File: src/rtl/msi_frame_pkg.sv
package msi_frame_pkg;
    localparam int MAX_LINES  = 128;
    localparam int MAX_GLOBAL = 1020;
    localparam int SPI_FIRST  = 32;

    localparam logic [11:0] OFF_TYPE     = 12'h008;
    localparam logic [11:0] OFF_DOORBELL = 12'h040;
    localparam logic [11:0] OFF_IFACE_ID = 12'hFCC;
    localparam logic [11:0] OFF_ID_LO    = 12'hFD0;
    localparam logic [11:0] OFF_ID_HI    = 12'hFFC;

    typedef enum logic [1:0] {
        SZ_BYTE = 2'd0,
        SZ_HALF = 2'd1,
        SZ_WORD = 2'd2,
        SZ_RSVD = 2'd3
    } acc_size_e;
endpackage

File: src/rtl/msi_access_decode.sv
module msi_access_decode
    import msi_frame_pkg::*;
#(
    parameter int BASE        = 0,
    parameter int COUNT       = 64,
    parameter int PRODUCT     = 'h51,
    parameter int IMPLEMENTER = 'h43B
) (
    input  logic        xfer,
    input  logic        is_write,
    input  logic [11:0] addr,
    input  logic [1:0]  size,
    output logic        fire,
    output logic        acc_err,
    output logic [31:0] rd_data
);
    localparam logic [31:0] TYPE_VAL  = (32'(BASE + SPI_FIRST) << 16) | 32'(COUNT);
    localparam logic [31:0] IFACE_VAL = (32'(PRODUCT) << 20) | 32'(IMPLEMENTER);

    logic aligned;
    logic rd_known;
    logic wr_size_ok;

    always_comb begin
        aligned    = (addr[1:0] == 2'b00);
        wr_size_ok = (size == SZ_WORD) || (size == SZ_HALF);
        rd_known   = aligned && ((addr == OFF_TYPE) || (addr == OFF_DOORBELL) ||
                                 (addr == OFF_IFACE_ID) ||
                                 ((addr >= OFF_ID_LO) && (addr <= OFF_ID_HI)));

        fire    = xfer && is_write && (addr == OFF_DOORBELL) && wr_size_ok;
        acc_err = 1'b0;
        rd_data = '0;

        if (xfer && is_write) begin
            acc_err = !fire;
        end else if (xfer) begin
            acc_err = !rd_known || (size != SZ_WORD);
        end

        if (!is_write && (size == SZ_WORD) && aligned) begin
            if (addr == OFF_TYPE)          rd_data = TYPE_VAL;
            else if (addr == OFF_IFACE_ID) rd_data = IFACE_VAL;
        end
    end
endmodule

File: src/rtl/msi_line_select.sv
module msi_line_select
    import msi_frame_pkg::*;
#(
    parameter int BASE  = 0,
    parameter int COUNT = 64
) (
    input  logic             fire,
    input  logic [9:0]       gid,
    output logic [COUNT-1:0] hit
);
    localparam int FIRST_ID = BASE + SPI_FIRST;

    for (genvar i = 0; i < COUNT; i++) begin : g_line
        localparam logic [9:0] LINE_ID = 10'(FIRST_ID + i);
        assign hit[i] = fire && (gid == LINE_ID);
    end
endmodule

File: src/rtl/msi_doorbell_frame.sv
module msi_doorbell_frame
    import msi_frame_pkg::*;
#(
    parameter int BASE        = 0,
    parameter int COUNT       = 64,
    parameter int PRODUCT     = 'h51,
    parameter int IMPLEMENTER = 'h43B
) (
    input  logic             clk,
    input  logic             rst_n,
    input  logic             psel,
    input  logic             penable,
    input  logic             pwrite,
    input  logic [11:0]      paddr,
    input  logic [1:0]       psize,
    input  logic [31:0]      pwdata,
    output logic [31:0]      prdata,
    output logic             pready,
    output logic [COUNT-1:0] irq_pulse,
    output logic             err_pulse
);
    typedef struct packed {
        logic [COUNT-1:0] pulse;
        logic             err;
    } frame_state_t;

    frame_state_t st_d, st_q;
    logic             xfer;
    logic             fire;
    logic             acc_err;
    logic [31:0]      rd_data;
    logic [COUNT-1:0] line_hit;

    initial begin
        AST_COUNT_LIMIT: assert (COUNT >= 1 && COUNT <= MAX_LINES)
            else $error("line count %0d outside 1..%0d", COUNT, MAX_LINES);
        AST_ID_CEILING: assert (BASE + SPI_FIRST + COUNT <= MAX_GLOBAL)
            else $error("frame end %0d beyond %0d", BASE + SPI_FIRST + COUNT, MAX_GLOBAL);
    end

    assign xfer = psel && penable;

    msi_access_decode #(
        .BASE(BASE), .COUNT(COUNT), .PRODUCT(PRODUCT), .IMPLEMENTER(IMPLEMENTER)
    ) u_decode (
        .xfer    (xfer),
        .is_write(pwrite),
        .addr    (paddr),
        .size    (psize),
        .fire    (fire),
        .acc_err (acc_err),
        .rd_data (rd_data)
    );

    msi_line_select #(.BASE(BASE), .COUNT(COUNT)) u_select (
        .fire(fire),
        .gid (pwdata[9:0]),
        .hit (line_hit)
    );

    always_comb begin
        st_d       = st_q;
        st_d.pulse = line_hit;
        st_d.err   = acc_err;
    end

    always_ff @(posedge clk or negedge rst_n) begin
        if (!rst_n) st_q <= '0;
        else        st_q <= st_d;
    end

    assign irq_pulse = st_q.pulse;
    assign err_pulse = st_q.err;
    assign prdata    = rd_data;
    assign pready    = 1'b1;

    AST_PULSE_ONEHOT: assert property (@(posedge clk) disable iff (!rst_n)
        $onehot0(irq_pulse));
    AST_PULSE_FROM_WRITE: assert property (@(posedge clk) disable iff (!rst_n)
        (|irq_pulse) |-> $past(psel && penable && pwrite));
    AST_READY_HIGH: assert property (@(posedge clk) disable iff (!rst_n)
        pready);
    AST_ERR_NO_PULSE: assert property (@(posedge clk) disable iff (!rst_n)
        err_pulse |-> (irq_pulse == '0));
    AST_NARROW_READ_ZERO: assert property (@(posedge clk) disable iff (!rst_n)
        (psel && penable && !pwrite && psize != SZ_WORD) |-> (prdata == '0));
endmodule

File: config.mk
export PLATFORM = sky130hd
export DESIGN_NAME = msi_doorbell_frame
export DESIGN_NICKNAME = d
export VERILOG_FILES = /design/src/rtl/msi_frame_pkg.sv /design/src/rtl/msi_access_decode.sv /design/src/rtl/msi_line_select.sv /design/src/rtl/msi_doorbell_frame.sv
export SDC_FILE = /design/constraint.sdc
export NUM_CORES = 1
export LEC_CHECK = 0
export BUFFER_PORTS_ARGS = -buffer_cell sky130_fd_sc_hd__buf_2
export CORE_MARGIN = 2
export CORE_UTILIZATION = 40
export DETAILED_ROUTE_END_ITERATION = 12
export PLACE_DENSITY = 0.72
export SETUP_SLACK_MARGIN = 0.1
export SLEW_MARGIN = 5
export SYNTH_ARGS = -nofsm -noshare
export SYNTH_HDL_FRONTEND = slang
export SYNTH_HIERARCHICAL = 1
export SYNTH_SLANG_ARGS = --single-unit
File: constraint.sdc
create_clock -name clk -period 6.37 [get_ports clk]
set_input_delay 1.274 -clock clk [delete_from_list [all_inputs] [get_ports clk]]
set_output_delay 1.274 -clock clk [all_outputs]
set_load 0.01 [all_outputs]
## Word-level counts from Yosys, hierarchy flattened

Cells that the tools add are included.

| cells by class | value |
|---|---|
| muxes and demuxes | 5 |
| eq/ne operators | 70 |
| order comparisons | 2 |
| reduce and logical (&&, ||, !) cells | 81 |

Operators with widths:

| operator | count |
|---|---|
| $eq A10 B6 Y1 const B | 32 |
| $eq A10 B7 Y1 const B | 32 |
| $logic_and A1 B1 Y1 | 72 |
| $mux W32 | 2 |
| $mux W27 | 1 |
| $eq A12 B12 Y1 const B | 1 |
| $eq A12 B4 Y1 const B | 1 |
| $eq A12 B7 Y1 const B | 1 |
| $ge A12 B12 Y1 const B | 1 |
| $le A12 B12 Y1 const B | 1 |
| $logic_or A1 B1 Y1 | 5 |
| $logic_not A1 Y1 | 3 |
| $eq A2 B1 Y1 const B | 1 |
| $eq A2 B2 Y1 const B | 1 |
| $logic_not A2 Y1 | 1 |
| $mux W1 | 2 |
| $ne A2 B2 Y1 const B | 1 |

| word-level totals | value |
|---|---|
| input port bits | 51 |
| logic and storage cells | 160 |
| output and inout port bits | 98 |
| bits in registers | 65 |

## Logic depth before layout (Yosys ltp)

| depth | value |
|---|---|
| depth in word-level cells | 9 |
| depth in mapped cells | 8 |
| mapped depth without buffers | 6 |

## Cells and area by module

The synthesis kept the hierarchy.

By module, submodules not included:

| module | area each (um^2) | times used | cells an instance | sequential area each (um^2) |
|---|---|---|---|---|
| msi_doorbell_frame | 1,644.1 | 1 | 68 | 1,626.6 |
| msi_line_select | 857.1 | 1 | 105 | 0.0 |
| msi_access_decode | 376.6 | 1 | 53 | 0.0 |

## Worst setup path after synthesis

OpenSTA, ideal clock, no wires.

| timing path | value |
|---|---|
| kind | input port to output port |
| start | input port psize[0] |
| end | output port prdata[10] |
| buffers on the path | 1 |
| data arrival time | 3.080 ns |
| data required time | 5.096 ns |
| stages | 6 |
| setup slack | 2.016 ns |
| cell sequence | inv_1 -> ha_1 -> nor4b_1 -> nand2_1 -> nor4_1 -> buf_4 |

| between the ends | value |
|---|---|
| word-level cells in the longest chain between the ends | 4 |

Ends and longest elaborated chain:

| element | RTL line | source |
|---|---|---|
| start, declared | msi_doorbell_frame.sv:15 | `input logic [1:0] psize,` |
| $eq A2 B2 Y1 | msi_access_decode.sv:41 | `if (!is_write && (size == SZ_WORD) && aligned) begin` |
| $logic_and A1 B1 Y1 (2 in series) | msi_access_decode.sv:41 |  |
| $mux W32 | msi_access_decode.sv:41 |  |
| end, declared | msi_doorbell_frame.sv:17 | `output logic [31:0] prdata,` |

Every way passes these cells.

## Worst setup path in the final report

Ends and elaborated chain as after synthesis.

==> reports/results.ini <==
[floorplan]
io_pins = 149
dieArea_sq_um = 7890
coreArea_sq_um = 6870
start_util = 0.419
die_width_microns = 88.8
row_count = 30
dieHeight_microns = 88.8

[timing]
finalMaxSlewViolations = 0
setup_viol = 0
hold_violations = 0
clock.fmax_mhz = 234
min_period_ns = 4.26
tightest_slew_ns = 1.05
min_period_over_period = 0.669
tns_ns = 0
slew_headroom = 0.300
rsz0062_at_grt = no

[yosys]
yosysWarnings = 6
synth_cell_type_count = 26
synth-main-ff-cell = dfrtp_1
synth_edf_count = 0
synth_area_sq_um = 2880
yosysSeqAreaShare = 0.565
ys_async_sr_fraction = 1.00
ys_seq_elements = 65
synth.avg_cell_area_sq_um = 12.7
syn_inst = 226

[clock_tree]
cts_tree = built
cts_root_buf = clkbuf_8
clkTransAtPathRegs_ns = 0.07
clock_sinks = 65
cts_resized = 0
clockBufferDepth = 2
tritoncts.num_buffers = 9
htreeDepth = 3
postCtsSetupRepairBufs = 0
cts_hold_buffers = 0

[global_routing]
grt_overflow_total = 0
grt_pass1_vias = 1754
grt_pass1_wl_microns = 8910
antenna_found_initial = 0
grt_start_max_net_pins = 66
track_usage = 0.153

[worst_setup_path]
cp-end-kind = output port
startpoint_type = input pin
path_class = in2out
cp.required_ns = 5.10
worst_ep_arrival_time_ns = 2.99
critPathMaxFanout = 9

[pwr]
irDropWorstVdd_uv = 93.8
total_power_w = 0.000867
p_per_area_nw_per_um2 = 250
p_sw_w = 0.000191
switching_share = 0.220
seqPwrFrac = 0.476
p_leak_nw = 1.72
p_comb_frac = 0.061
clkPwrFrac = 0.462
intPower_w = 0.000677

[final_layout]
instances_no_fill = 404
layout.nets = 355
area_growth_pct = 20.5
drive_gt1_frac = 0.526
n_fill_cell = 600
diodes = 0

[detailed_routing]
drt-pass1-iter-count = 4
num_vias = 1936
first_iter_violations = 78
drtAntennaViolNets = 0
drc = 0
drt-total-wl_microns = 5980
wl_per_cell_microns = 14.8
vias_per_cell = 4.79

[place]
dp_hpwl_microns = 3820
dp.cells = 388
port_buffers = 104
gp_congestion = 0.733

[job]
drv_cap = 0

[hold_path]
hold_path.class = in2async

[run_status]
status = completed

==> synthesized netlist by cell type (all sizes together) (2+ instances only) <==
master / n / area share
a211oi: 2 / 0.0052
clkbuf: 13 / 0.017
nor4: 67 / 0.22
conb: 2 / 0.0026
buf: 48 / 0.12
nand2: 4 / 0.0052
nand4bb: 3 / 0.012
nor2: 2 / 0.0026
nand2b: 3 / 0.0065
dfrtp: 65 / 0.57
inv: 4 / 0.0052
or4b: 4 / 0.015
==> power groups by stage <==
stage                     Clock, W  Combinational (W)  Sequential (W)
after floorplan                  0          0.0000404        0.000421
after global placement           0          0.0000529        0.000421
after detailed placement         0          0.0000538        0.000421
after CTS                 0.000409          0.0000540        0.000413
after global routing      0.000426          0.0000599        0.000413
final                     0.000401          0.0000533        0.000413
==> registers in the layout, summed over array words and instances (netlist names) <==
signal / count
err_pulse: 1
irq_pulse: 64
==> routing by layer <==
metal / GRT usage / vias up / part of all wire
met5: 0 / - / 0
met4: 0.0565 / 0 / 0.013
met3: 0.0401 / 8 / 0.073
met2: 0.233 / 97 / 0.47
met1: 0.209 / 907 / 0.45
li1: - / 924 / -
==> cells in the final DEF, fill, tap and decap left out, drive strengths merged, types with 2 or more instances in the layout <==
cell type and n:
nand4bb 3, a211oi 2, nand2b 3, bufinv 2, conb 22, or4b 4, dfrtp 65, inv 4
nand2 4, nor2 2, buf 107, nor4 67, clkinv 2, clkbuf 12
==> final cells by class <==
cell class | count | area, sq um | area share
sequential | 65 | 1630 | 0.469
inverter | 4 | 15.0 | 0.00433
clock buffer | 12 | 165 | 0.0476
timing repair buffer | 107 | 543 | 0.157
multi-input combinational | 116 | 925 | 0.267
clock inverter | 4 | 73.8 | 0.0213
tap | 96 | 120 | 0.0346
==> cell families after synthesis <==
kind of cell / count (synthesis) / share of synthesized area
buffers and inverters: 65 / 0.140
and+or+nand+nor: 89 / 0.276
other: 2 / 0.00261
AOI/OAI and AO/OA: 4 / 0.0126
DFF: 65 / 0.565
adders and majority gates: 1 / 0.00435
==> critical path, stage by stage <==
cell and delay (ns):
buf_2 0.09, inv_1 0.05, ha_1 0.13, nor4b_1 0.30, nand2_1 0.14, nor4_1 0.74, buf_2 0.27
==> through the flow <==
| step | cell area (sq um) | util | setup WS (ns) | hold slack [ns] |
|---|---|---|---|---|
| 2_1_floorplan | 2950 | - | 2.02 | 0.978 |
| 3_5_place_dp | 3230 | 0.470 | 2.04 | 1.50 |
| 5_1_grt | 3470 | 0.505 | 1.85 | 1.20 |
| 4_1_cts | 3470 | 0.505 | 2.03 | 1.14 |
| 3_3_place_gp | 3230 | 0.470 | 2.06 | 1.48 |
| 6_report | 3470 | 0.505 | 2.11 | 1.11 |
==> worst max-delay path by stage <==
stage	start	endpoint	depth (start not counted)	slack, ns
final	psize[0]	prdata[10]	7	2.11
after global routing	psize[0]	prdata[20]	7	1.85
after CTS	psize[0]	prdata[10]	7	2.03
after detailed placement	psize[0]	prdata[10]	7	2.04
after global placement	psize[0]	prdata[26]	7	2.06
after floorplan	psize[0]	prdata[10]	6	2.02
Power figures use the tool's default switching activity.
